**src/rtl/adpcm_fetch_pkg.sv**
```systemverilog
package adpcm_fetch_pkg;

    localparam int OFF_W  = 16;
    localparam int BYTE_W = 8;
    localparam int NIB_W  = 4;

    localparam logic [7:0] REG_START  = 8'h05;
    localparam logic [7:0] REG_END    = 8'h06;
    localparam logic [7:0] REG_CTRL   = 8'h1A;
    localparam logic [7:0] PAGE_FIRST = 8'h40;
    localparam int         PAGE_STEP  = 32;

    typedef enum logic [7:0] {
        CMD_STOP = 8'h00,
        CMD_PLAY = 8'h01,
        CMD_ARM  = 8'h02
    } ctrl_cmd_e;

    typedef struct packed {
        logic playing;
        logic high_next;
        logic pending;
    } chan_flags_t;

    // Restore ROM data line order: new[7:0] = raw{7,5,3,1,6,4,2,0}
    function automatic logic [BYTE_W-1:0] rom_unscramble(input logic [BYTE_W-1:0] raw);
        return {raw[7], raw[5], raw[3], raw[1], raw[6], raw[4], raw[2], raw[0]};
    endfunction

    function automatic logic [7:0] chan_page(input int ch);
        return PAGE_FIRST + 8'(ch * PAGE_STEP);
    endfunction

endpackage

```
**src/rtl/adpcm_fetch_chan.sv**
```systemverilog
module adpcm_fetch_chan
    import adpcm_fetch_pkg::*;
#(
    parameter int ADDR_W = 17,
    parameter int CH_IDX = 0
) (
    input  logic              clk,
    input  logic              rst,
    input  logic              cpu_we,
    input  logic [15:0]       cpu_addr,
    input  logic [7:0]        cpu_wdata,
    input  logic              tick,
    output logic              rom_req,
    output logic [ADDR_W-1:0] rom_addr,
    input  logic              rom_grant,
    input  logic [BYTE_W-1:0] rom_byte,
    output logic              out_valid,
    output logic [NIB_W-1:0]  out_code
);
    localparam int               BANK_W = ADDR_W - OFF_W;
    localparam logic [BANK_W-1:0] BANK  = BANK_W'(CH_IDX);
    localparam logic [7:0]        PAGE  = chan_page(CH_IDX);

    logic [OFF_W-1:0] cur_off;
    logic [OFF_W-1:0] end_off;
    logic [OFF_W:0]   nxt_off;
    chan_flags_t      flags;
    logic             wr_start, wr_end, wr_ctrl;

    assign wr_start = cpu_we && (cpu_addr == {PAGE, REG_START});
    assign wr_end   = cpu_we && (cpu_addr == {PAGE, REG_END});
    assign wr_ctrl  = cpu_we && (cpu_addr == {PAGE, REG_CTRL});
    assign nxt_off  = {1'b0, cur_off} + 1'b1;

    assign rom_req  = flags.pending && flags.playing;
    assign rom_addr = {BANK, cur_off};

    always_ff @(posedge clk) begin
        if (rst) begin
            cur_off   <= '0;
            end_off   <= '0;
            flags     <= '{playing: 1'b0, high_next: 1'b1, pending: 1'b0};
            out_valid <= 1'b0;
            out_code  <= '0;
        end else begin
            out_valid <= 1'b0;
            if (flags.pending && !flags.playing) begin
                out_valid     <= 1'b1;
                out_code      <= '0;
                flags.pending <= 1'b0;
            end
            if (rom_grant) begin
                out_valid       <= 1'b1;
                out_code        <= flags.high_next ? rom_byte[7:4] : rom_byte[3:0];
                flags.high_next <= !flags.high_next;
                flags.pending   <= 1'b0;
                if (!flags.high_next) begin
                    cur_off <= nxt_off[OFF_W-1:0];
                    if (nxt_off >= {1'b0, end_off})
                        flags.playing <= 1'b0;
                end
            end
            if (tick)
                flags.pending <= 1'b1;
            if (wr_start) begin
                cur_off         <= {cpu_wdata, 8'h00};
                flags.high_next <= 1'b1;
            end
            if (wr_end)
                end_off <= {cpu_wdata, 8'h00};
            if (wr_ctrl) begin
                if (cpu_wdata == CMD_STOP)
                    flags.playing <= 1'b0;
                else if (cpu_wdata == CMD_PLAY)
                    flags.playing <= 1'b1;
            end
        end
    end


    idle_zero_chk: assert property (@(posedge clk) disable iff (rst)
        (out_valid && !$past(flags.playing)) |-> (out_code == '0));


    valid_after_pending_chk: assert property (@(posedge clk) disable iff (rst)
        out_valid |-> $past(flags.pending));


    stopped_addr_hold_chk: assert property (@(posedge clk) disable iff (rst)
        ($past(!flags.playing) && !$past(wr_start)) |-> $stable(cur_off));

endmodule

```
**src/rtl/adpcm_rom_arb.sv**
```systemverilog
module adpcm_rom_arb
    import adpcm_fetch_pkg::*;
#(
    parameter int NUM_CH = 2,
    parameter int ADDR_W = 17
) (
    input  logic                     clk,
    input  logic                     rst,
    input  logic [NUM_CH-1:0]        req,
    input  logic [NUM_CH*ADDR_W-1:0] addr_flat,
    output logic [NUM_CH-1:0]        grant,
    output logic [ADDR_W-1:0]        rom_addr
);
    logic found;

    // Fixed priority: lowest channel index reads first
    always_comb begin
        grant    = '0;
        rom_addr = addr_flat[ADDR_W-1:0];
        found    = 1'b0;
        for (int i = 0; i < NUM_CH; i++) begin
            if (req[i] && !found) begin
                grant[i] = 1'b1;
                rom_addr = addr_flat[i*ADDR_W +: ADDR_W];
                found    = 1'b1;
            end
        end
    end


    grant_onehot_chk: assert property (@(posedge clk) disable iff (rst)
        $onehot0(grant));

endmodule

```
**src/rtl/adpcm_nibble_fetch.sv**
```systemverilog
module adpcm_nibble_fetch
    import adpcm_fetch_pkg::*;
#(
    parameter int NUM_CH = 2,
    parameter int ADDR_W = 17
) (
    input  logic                    clk,
    input  logic                    rst,
    input  logic                    cpu_we,
    input  logic [15:0]             cpu_addr,
    input  logic [7:0]              cpu_wdata,
    input  logic                    sample_tick,
    output logic [ADDR_W-1:0]       rom_addr,
    input  logic [BYTE_W-1:0]       rom_rdata,
    output logic [NUM_CH-1:0]       nib_valid,
    output logic [NUM_CH*NIB_W-1:0] nib_code
);
    localparam int BANK_W = ADDR_W - OFF_W;

    logic [NUM_CH-1:0]        req;
    logic [NUM_CH-1:0]        grant;
    logic [NUM_CH*ADDR_W-1:0] addr_flat;
    logic [BYTE_W-1:0]        rom_byte;

    assign rom_byte = rom_unscramble(rom_rdata);

    for (genvar c = 0; c < NUM_CH; c++) begin : g_chan
        adpcm_fetch_chan #(
            .ADDR_W (ADDR_W),
            .CH_IDX (c)
        ) u_chan (
            .clk       (clk),
            .rst       (rst),
            .cpu_we    (cpu_we),
            .cpu_addr  (cpu_addr),
            .cpu_wdata (cpu_wdata),
            .tick      (sample_tick),
            .rom_req   (req[c]),
            .rom_addr  (addr_flat[c*ADDR_W +: ADDR_W]),
            .rom_grant (grant[c]),
            .rom_byte  (rom_byte),
            .out_valid (nib_valid[c]),
            .out_code  (nib_code[c*NIB_W +: NIB_W])
        );


        bank_route_chk: assert property (@(posedge clk) disable iff (rst)
            grant[c] |-> (rom_addr[ADDR_W-1:OFF_W] == BANK_W'(c)));
    end

    adpcm_rom_arb #(
        .NUM_CH (NUM_CH),
        .ADDR_W (ADDR_W)
    ) u_arb (
        .clk       (clk),
        .rst       (rst),
        .req       (req),
        .addr_flat (addr_flat),
        .grant     (grant),
        .rom_addr  (rom_addr)
    );

endmodule

```
**config.mk**
```make
export PLATFORM = sky130hd
export DESIGN_NAME = adpcm_nibble_fetch
export DESIGN_NICKNAME = d
export VERILOG_FILES = /design/src/rtl/adpcm_fetch_pkg.sv /design/src/rtl/adpcm_fetch_chan.sv /design/src/rtl/adpcm_rom_arb.sv /design/src/rtl/adpcm_nibble_fetch.sv
export SDC_FILE = /design/constraint.sdc
export NUM_CORES = 1
export LEC_CHECK = 0
export BUFFER_PORTS_ARGS = -buffer_cell sky130_fd_sc_hd__buf_4
export CAP_MARGIN = 20
export CELL_PAD_IN_SITES_DETAIL_PLACEMENT = 1
export CELL_PAD_IN_SITES_GLOBAL_PLACEMENT = 1
export CORE_MARGIN = 4
export CORE_UTILIZATION = 46
export CTS_CLUSTER_DIAMETER = 80
export DETAILED_ROUTE_END_ITERATION = 7
export PLACE_DENSITY = 0.93
export SETUP_SLACK_MARGIN = 0.2
export SYNTH_ARGS = -nofsm -noshare
export SYNTH_HDL_FRONTEND = slang
export SYNTH_SLANG_ARGS = --single-unit
```
**constraint.sdc**
```tcl
create_clock -name clk -period 5.02 [get_ports clk]
set_input_delay 0.753 -clock clk [delete_from_list [all_inputs] [get_ports clk]]
set_output_delay 0.753 -clock clk [all_outputs]
set_load 0.01 [all_outputs]
```
==> summary.md, run 1 <==
| Metric | Value |
|---|---|
| Status | complete, no violations |
| Endpoints failing hold | 0 |
| Htree depth | 3 |
| Post-synthesis compound-gate area fraction | 9.69% |
| Setup repair bufs after CTS | 0 |
| WS Path Type | flip-flop to flip-flop |
| CTS Sinks | 64 |
| Critical path required time | 5.24 ns |
| Post-Syn Instances | 472 |
| Seq/Total Area, Yosys | 32.1% |
| CTS-repair resized insts | 0 |
| Die Area | 10200 µm² |
| Vias in the first global route | 4129 |
| First-pass GRT wire length | 21100 µm |
| Unrepaired setup endpoints after global routing | no |
| Sw Share | 21.6% |
| Max-slew violations | 0 |
| Global route overflow | 0 |
| Leakage | 1.90 nW |
| Mapped Nets | 528 |
| Min-delay worst type | flip-flop to flip-flop |
| Peak fanout along the critical path | 7 |
| Drt first pass iters | 5 |
| Hold endpoint | g_chan[0].u_chan.out_code[2]$_SDFFE_PP0P_ |
| I/O pin total | 63 |
| Synth Area in Adders | 6.27% |
| DR iter-0 viols | 202 |
| Diodes inserted | 0 |
| Worst VDD drop | 0.129 mV |
| Die height | 101 µm |
| CP arrival | 3.10 ns |
| Worst-case clock buffer depth | 2 |
| Final WL | 13200 µm |
| Worst-path clk slew | 0.08 ns |
| CP Cell Sequence | ha_1, and4_1, nand4_1, nor2_1, xor2_1, ha_1, nand4_1, nor2_1, nand2_1, a211oi_1, o32ai_1 |
| Post-DP HPWL | 9210 µm |
| Fillers | 995 |
| Post-synthesis mux area share | 10.9% |
| R2r setup slk | 2.15 ns |
| XOR/XNOR Fraction of Synth Area | 10.5% |
| #FFs+latches synth | 64 |
| Clock Power Share | 52.3% |
| YS warnings | 0 |
| Number of vias per cell | 6.01 |
| Num rows | 33 |
| # DRC | 0 |
| Hold Crit Depth | 2 |
| Port bufs | 62 |
| Starting Density | 47.8% |
| Worst Max-Slew Pin Slew | 0.679 ns |
| Highest Clock Rate | 348 MHz |
| Critical-path top delay cell | dfxtp_1 |
| Synth-to-Final Area Change | 19.2% |
| Dominant synthesized flop cell | dfxtp_1 |
| GRT Total Usage | 26.5% |
| WL per Instance | 20.9 µm |
| Synthesized area | 3990 µm² |
| Post-route ant nets | 0 |
| Final clock period utilization by the worst path | 57.3% |
| Core area | 8340 µm² |
| R2R Path End | g_chan[1].u_chan.flags[2]$_SDFF_PP0_ |
| Gpl congestion | 0.881 |
| Sequential share of power | 43.1% |
| Pwr dens | 249 nW/µm² |
| Net Switching | 0.256 mW |
| Post-synthesis cell type count | 53 |
| Synth area leader | dfxtp_1 |
| R2R depth | 11 |
| Post-synth EDFFs | 0 |
| Antenna violations before repair | 0 |
| Synth Area per Inst | 8.45 µm² |
| Combinational fraction of design power | 4.7% |
| CTS tree | built |
| CTS Root Cell | clkbuf_8 |
| Hold path startpoint | g_chan[0].u_chan.out_code[2]$_SDFFE_PP0P_ |
| Die W | 101 µm |
| Number of setup violations in the final report | 0 |
| Max-cap violations | 0 |
| CP Launch Type | flip-flop |
| Yosys top cell area share | 32.1% |
| Hold_buf cts | 0 |
| Clk_skew | 0.00942 ns |
| Largest net degree at the start of global routing | 44 |
| CTS Buf Count | 9 |
| Via count | 3806 |
| Nets | 579 |
| Hold WS | 0.500 ns |
| Worst r2r src | g_chan[1].u_chan.cur_off[0]$_SDFFE_PP0P_ |
| Max_slew headroom | 54.8% |
| Slowest stage delay, CP | 0.47 ns |
| Clk_lat worst skew | 0.36 ns |
| Final TNS setup | 0 ns |
| Simple-Gate Fraction of Synth Area | 25.6% |
| CP Capture Type | flip-flop |
| Share of post-route cells with drive strength above 1 | 21.0% |
| Async set-reset flop share out of synthesis | 0% |
| Internal power | 0.927 mW |
| Main combinational cell family by area after synthesis | simple AND/OR/NAND/NOR gates |
| Top cells by area, synth | dfxtp_1 (32%), nor2_1 (7.9%), ha_1 (6.3%) |
| Minimum clock period | 2.87 ns |
-- cell usage in the layout, fill, tap and decap left out, drive strengths merged, types with 2 or more instances in the layout --
cell | netlist | routed
ha | 20 | 20
nor4 | 5 | 5
a211oi | 15 | 15
nor2 | 84 | 84
nand3 | 14 | 14
nand2 | 28 | 28
xnor2 | 23 | 23
xor2 | 25 | 25
dfxtp | 64 | 64
inv | 18 | 18
a22oi | 4 | 4
and4 | 5 | 5
nor3 | 13 | 13
o21ai | 11 | 11
and2 | 8 | 8
a21oi | 15 | 15
buf | 14 | 63
and3 | 8 | 8
nor4b | 3 | 3
bufinv | 0 | 4
clkbuf | 10 | 12
nand2b | 3 | 3
mux2i | 22 | 22
nand4 | 16 | 16
or3 | 5 | 5
mux2 | 19 | 19
nor2b | 2 | 2
-- synth_stat cells (2+ instances only) --
library cell and n:
nor2_1 84, nor4b_1 3, xor2_1 25, nand4_1 14, and3_1 8, nor3_1 11, nor4_1 4, o21ai_0 9
clkbuf_1 9, or3_1 5, inv_1 18, and4_1 5, a211oi_1 11, o21ai_1 2, nand4_2 2, nor2b_1 2
xnor2_1 23, dfxtp_1 64, buf_4 4, nand2b_1 3, a211oi_2 4, buf_2 8, and2_1 8, a22oi_1 4
nand3_1 14, mux2_2 19, nor3_4 2, a21oi_1 15, nand2_1 28, mux2i_1 22, ha_1 20
-- area by class of cell --
type                            count  area, µm²  area share, %
Clock buffer                       11        141           2.97
Clock inverter                      5        128           2.68
Inverter                           19       71.3           1.50
Multi-Input combinational cell    365       2520           52.9
Sequential cell                    64       1280           26.9
Tap cell                          105        131           2.76
Timing Repair Buffer               64        488           10.3
-- per-layer routing --
metal	global-route usage (%)	vias to the layer above	part of all wire (%)
met5	0	-	0
met2	46.3	147	49
met3	6.75	32	6.7
met1	31.0	1883	41
li1	-	1744	-
met4	10.2	0	3.1
-- through the flow --
step	setup slack (ns)	std cells	instance area [µm²]	total power, mW	util [%]
3_3_place_gp	2.33	615	4470	0.573	53.5
6_report	2.15	633	4760	1.18	57.0
5_1_grt	1.94	633	4760	1.21	57.0
4_1_cts	1.84	631	4730	1.19	56.8
2_1_floorplan	2.62	472	3990	0.540	-
3_5_place_dp	2.21	615	4470	0.576	53.5
-- worst max-delay path, delay by kind of cell, from the launching register on --
family	cells	cell delay (ns)
fa+ha+maj	2	0.66
simple gates	6	1.10
flops	1	0.47
xor+xnor	1	0.11
compound gates	2	0.39
-- registers in the layout, indices dropped and copies added (netlist names) --
signal                   count
g_chan.u_chan.flags          6
g_chan.u_chan.end_off       16
g_chan.u_chan.cur_off       32
g_chan.u_chan.out_valid      2
g_chan.u_chan.out_code       8
-- how the worst max path moves through the flow --
| stage | start | to | cells past startpoint | slack (ns) |
|---|---|---|---|---|
| after floorplan | g_chan[1].u_chan.cur_off[0]$_SDFFE_PP0P_ | g_chan[1].u_chan.flags[2]$_SDFF_PP0_ | 10 | 2.62 |
| after global placement | g_chan[0].u_chan.flags[2]$_SDFF_PP0_ | rom_addr[11] | 4 | 2.33 |
| after detailed placement | g_chan[1].u_chan.cur_off[0]$_SDFFE_PP0P_ | g_chan[1].u_chan.flags[2]$_SDFF_PP0_ | 10 | 2.21 |
| after CTS | g_chan[0].u_chan.flags[2]$_SDFF_PP0_ | rom_addr[6] | 4 | 1.84 |
| after global routing | g_chan[1].u_chan.cur_off[0]$_SDFFE_PP0P_ | g_chan[1].u_chan.flags[2]$_SDFF_PP0_ | 11 | 1.94 |
| final | g_chan[1].u_chan.cur_off[0]$_SDFFE_PP0P_ | g_chan[1].u_chan.flags[2]$_SDFF_PP0_ | 11 | 2.15 |
-- power by group through the flow --
| stage | clock network (mW) | registers [mW] | logic (mW) |
|---|---|---|---|
| 2_1_floorplan | 0 | 0.521 | 0.0188 |
| 3_3_place_gp | 0 | 0.521 | 0.0519 |
| 3_5_place_dp | 0 | 0.522 | 0.0541 |
| 4_1_cts | 0.623 | 0.510 | 0.0547 |
| 5_1_grt | 0.646 | 0.510 | 0.0590 |
| 6_report | 0.619 | 0.510 | 0.0552 |
-- kinds of logic (layout without fill, tap and decap cells) --
family / count (synthesis) / after routing
multiplexers: 41 / 41
adder cells (fa/ha/maj): 20 / 20
XOR/XNOR: 48 / 48
AO/OA/AOI/OAI: 56 / 56
AND/OR/NAND/NOR: 200 / 200
flip-flops: 64 / 64
buffers and inverters: 43 / 99
Power figures use the tool's default switching activity.
==> run 2: changes to the inputs <==
- CORE_UTILIZATION: 46 -> 39
- PLACE_DENSITY: 0.93 -> 0.84
- clock period: 5.02 -> 2.4 ns (I/O delays scaled with it)
==> run 2 against run 1 <==
Net effect:
- the run now ends with setup timing left
- power up 87%
- combinational power grew 110%
- global-route usage down 2.1 points
- utilization fell by 3.6 points
- clock skew rose by 0.0045 ns
- largest cell class unchanged
==> summary.md, run 2 (synthesis gave the netlist of run 1 again) <==
| Metric | Value |
|---|---|
| Status | finished, violations left |
| Failing checks | setup timing |
| CTS tree | built |
| Hold_buf cts | 0 (unchanged) |
| Most common cell after layout, fill and taps aside | buf_4 |
| Worst VDD drop | 0.219 mV (+70%) |
| Gpl congestion | 0.875 (-0.74%) |
| CP top delay family | simple AND/OR/NAND/NOR gates |
| Largest net degree at the start of global routing | 26 (-41%) |
| Num rows | 36 (+9.1%) |
| CTS Root Cell | clkbuf_8 |
| Max FFs per register | 32 (unchanged) |
| Buf/Inv on CP | 0 (unchanged) |
| Fin area | 5270 µm² (+11%) |
| Share of post-route cells with drive strength above 1 | 33.3% (+12 points) |
| Diodes inserted | 0 (unchanged) |
| CP arrival | 2.72 ns (-0.38 ns) |
| Hold path startpoint | sample_tick |
| R2R Path End | g_chan[1].u_chan.flags[2]$_SDFF_PP0_ |
| Die W | 109 µm (+7.9%) |
| CP Cell Sequence | ha_4, and4_4, nand4_1, nor2_2, xor2_1, ha_1, nand4_1, a21oi_1, o31a_1, o32ai_2 |
| Port bufs | 62 (unchanged) |
| Pre-CTS WS | -0.147 ns (-2.36 ns) |
| Max-cap violations | 0 (unchanged) |
| Worst-case clock buffer depth | 2 (unchanged) |
| Critical-path top delay cell | dfxtp_4 |
| Highest Clock Rate | 410 MHz (+18%) |
| DR iter-0 viols | 176 (-13%) |
| Unrepaired setup endpoints after global routing | yes |
| Critical path required time | 2.68 ns (-2.56 ns) |
| Minimum clock period | 2.44 ns (-0.436 ns) |
| Final setup margin | -0.0380 ns (-2.18 ns) |
| I/O pin total | 63 (unchanged) |
| # DRC | 0 (unchanged) |
| Nets | 622 (+7.4%) |
| Register name with the most flops | g_chan.u_chan.cur_off |
| Die Area | 11900 µm² (+16%) |
| Top flop regs | g_chan.u_chan.cur_off x32, g_chan.u_chan.end_off x16, g_chan.u_chan.out_code x8 |
| Max-slew violations | 0 (unchanged) |
| Htree depth | 3 (unchanged) |
| Most frequent CP cell | nand4_1 |
| Global route overflow | 0 (unchanged) |
| Min-delay worst type | primary input to flip-flop |
| Hold endpoint | g_chan[1].u_chan.flags[0]$_SDFFE_PP0P_ |
| Slowest stage delay, CP | 0.38 ns (-0.09 ns) |
| Seq. cell area | 1310 µm² (+1.9%) |
| Worst Max-Slew Pin Slew | 0.658 ns (-0.0201 ns) |
| Peak fanout along the critical path | 4 (-3) |
| Vias in the first global route | 4302 (+4.2%) |
| Final WL | 14000 µm (+5.4%) |
| Final clock period utilization by the worst path | 102% (+44 points) |
| Drt first pass iters | 5 (unchanged) |
| WS Path Type | flip-flop to flip-flop |
| First-pass GRT wire length | 22100 µm (+4.7%) |
| CTS Sinks | 64 (unchanged) |
| Endpoints failing hold | 0 (unchanged) |
| CP Launch Type | flip-flop |
| Post-route ant nets | 0 (unchanged) |
| Via count | 3957 (+4.0%) |
| Number of setup violations in the final report | 1 (+1) |
| Placed cell area | 4770 µm² (+6.8%) |
| Pwr dens | 419 nW/µm² (+68%) |
| Worst r2r src | g_chan[1].u_chan.cur_off[0]$_SDFFE_PP0P_ |
| Antenna violations before repair | 0 (unchanged) |
| Post-DP HPWL | 10100 µm (+9.3%) |
| Synth-to-Final Area Change | 32.0% |
| Clk_lat worst skew | 0.36 ns (about the same) |
| Worst-path clk slew | 0.09 ns (about the same) |
| Leakage | 2.15 nW (+13%) |
| R2r setup slk | -0.04 ns (-2.18 ns) |
| Commonest cells after routing, fill and taps aside | buf_4 (103), nor2_1 (81), dfxtp_1 (55) |
| CTS Buf Count | 9 (unchanged) |
| Starting Density | 40.4% (-7.4 points) |
| Clk_skew | 0.0139 ns (+0.00452 ns) |
| R2R depth | 10 (-1) |
| GRT Total Usage | 24.4% (-2.1 points) |
| Hold Crit Depth | 3 (+1) |
| Die height | 109 µm (+7.9%) |
| Number of vias per cell | 5.62 (-6.5%) |
| Fillers | 1169 (+17%) |
| WL per Instance | 19.8 µm (-5.2%) |
| Max_slew headroom | 56.0% (+1.2 points) |
| Core area | 9860 µm² (+18%) |
| CP Capture Type | flip-flop |
| Multi-input gate area | 2660 µm² (+5.8%) |
## run 2: timing repair
item	in CTS	in global routing
pin swaps	14	7
cloned	1	0
buffers inserted	12	3
hold endpoints to repair	0	0
endpoints found under the setup margin	17	14
gates resized for setup	27	15
## run 2: area by class of cell
cell class | count | area share [%]
Inverter | 19 | 1.35
Clock inverter | 6 | 1.26
Timing Repair Buffer | 107 | 16.1
Sequential cell | 64 | 24.8
Multi-Input combinational cell | 365 | 50.5
Tap cell | 133 | 3.16
Clock buffer | 10 | 2.83
## run 2: metrics by stage
| step | hold slack (ns) | cells | util, % | power [mW] | TNS [ns] |
|---|---|---|---|---|---|
| 6_report | 0.235 | 704 | 53.4 | 2.21 | -0.0380 |
| 5_1_grt | 0.225 | 704 | 53.4 | 2.27 | -0.129 |
| 4_1_cts | 0.217 | 701 | 52.7 | 2.22 | 0 |
| 3_5_place_dp | 0.491 | 672 | 48.3 | 1.21 | -0.225 |
| 3_3_place_gp | 0.474 | 672 | 48.3 | 1.20 | -0.0341 |
| 2_1_floorplan | 0.460 | 472 | - | 1.13 | 0 |
## run 2: how the worst max path moves through the flow
stage,start,end,slack [ns],depth (start not counted)
3_5_place_dp,g_chan[1].u_chan.cur_off[4]$_SDFFE_PP0P_,g_chan[1].u_chan.flags[2]$_SDFF_PP0_,-0.15,11
3_3_place_gp,g_chan[1].u_chan.cur_off[4]$_SDFFE_PP0P_,g_chan[1].u_chan.flags[2]$_SDFF_PP0_,-0.03,11
4_1_cts,g_chan[1].u_chan.cur_off[1]$_SDFFE_PP0P_,g_chan[1].u_chan.flags[2]$_SDFF_PP0_,0.005,9
2_1_floorplan,g_chan[1].u_chan.cur_off[4]$_SDFFE_PP0P_,g_chan[1].u_chan.flags[2]$_SDFF_PP0_,0.19,9
6_report,g_chan[1].u_chan.cur_off[0]$_SDFFE_PP0P_,g_chan[1].u_chan.flags[2]$_SDFF_PP0_,-0.04,10
5_1_grt,g_chan[1].u_chan.cur_off[0]$_SDFFE_PP0P_,g_chan[1].u_chan.flags[2]$_SDFF_PP0_,-0.11,10
## run 2: worst reg2reg max path, stage by stage (launching register included)
cell	delay, ns
dfxtp_4	0.38
ha_4	0.13
and4_4	0.23
nand4_1	0.22
nor2_2	0.20
xor2_1	0.19
ha_1	0.28
nand4_1	0.13
a21oi_1	0.07
o31a_1	0.29
o32ai_2	0.24
## run 2: report_power, final
group / internal [mW] / switching [mW] / total (mW)
combinational: 0.0523 / 0.0657 / 0.118
clock: 0.545 / 0.485 / 1.03
sequential: 1.06 / 0.00206 / 1.06
## run 2: routing by layer
layer  GRT usage, %  vias to the layer above  routed length (µm)
met4           13.0                        0                 546
met5              0                        -                   0
li1               -                     1832                   -
met3           6.22                       43                 890
met2           41.3                      152                6640
met1           28.1                     1930                5880
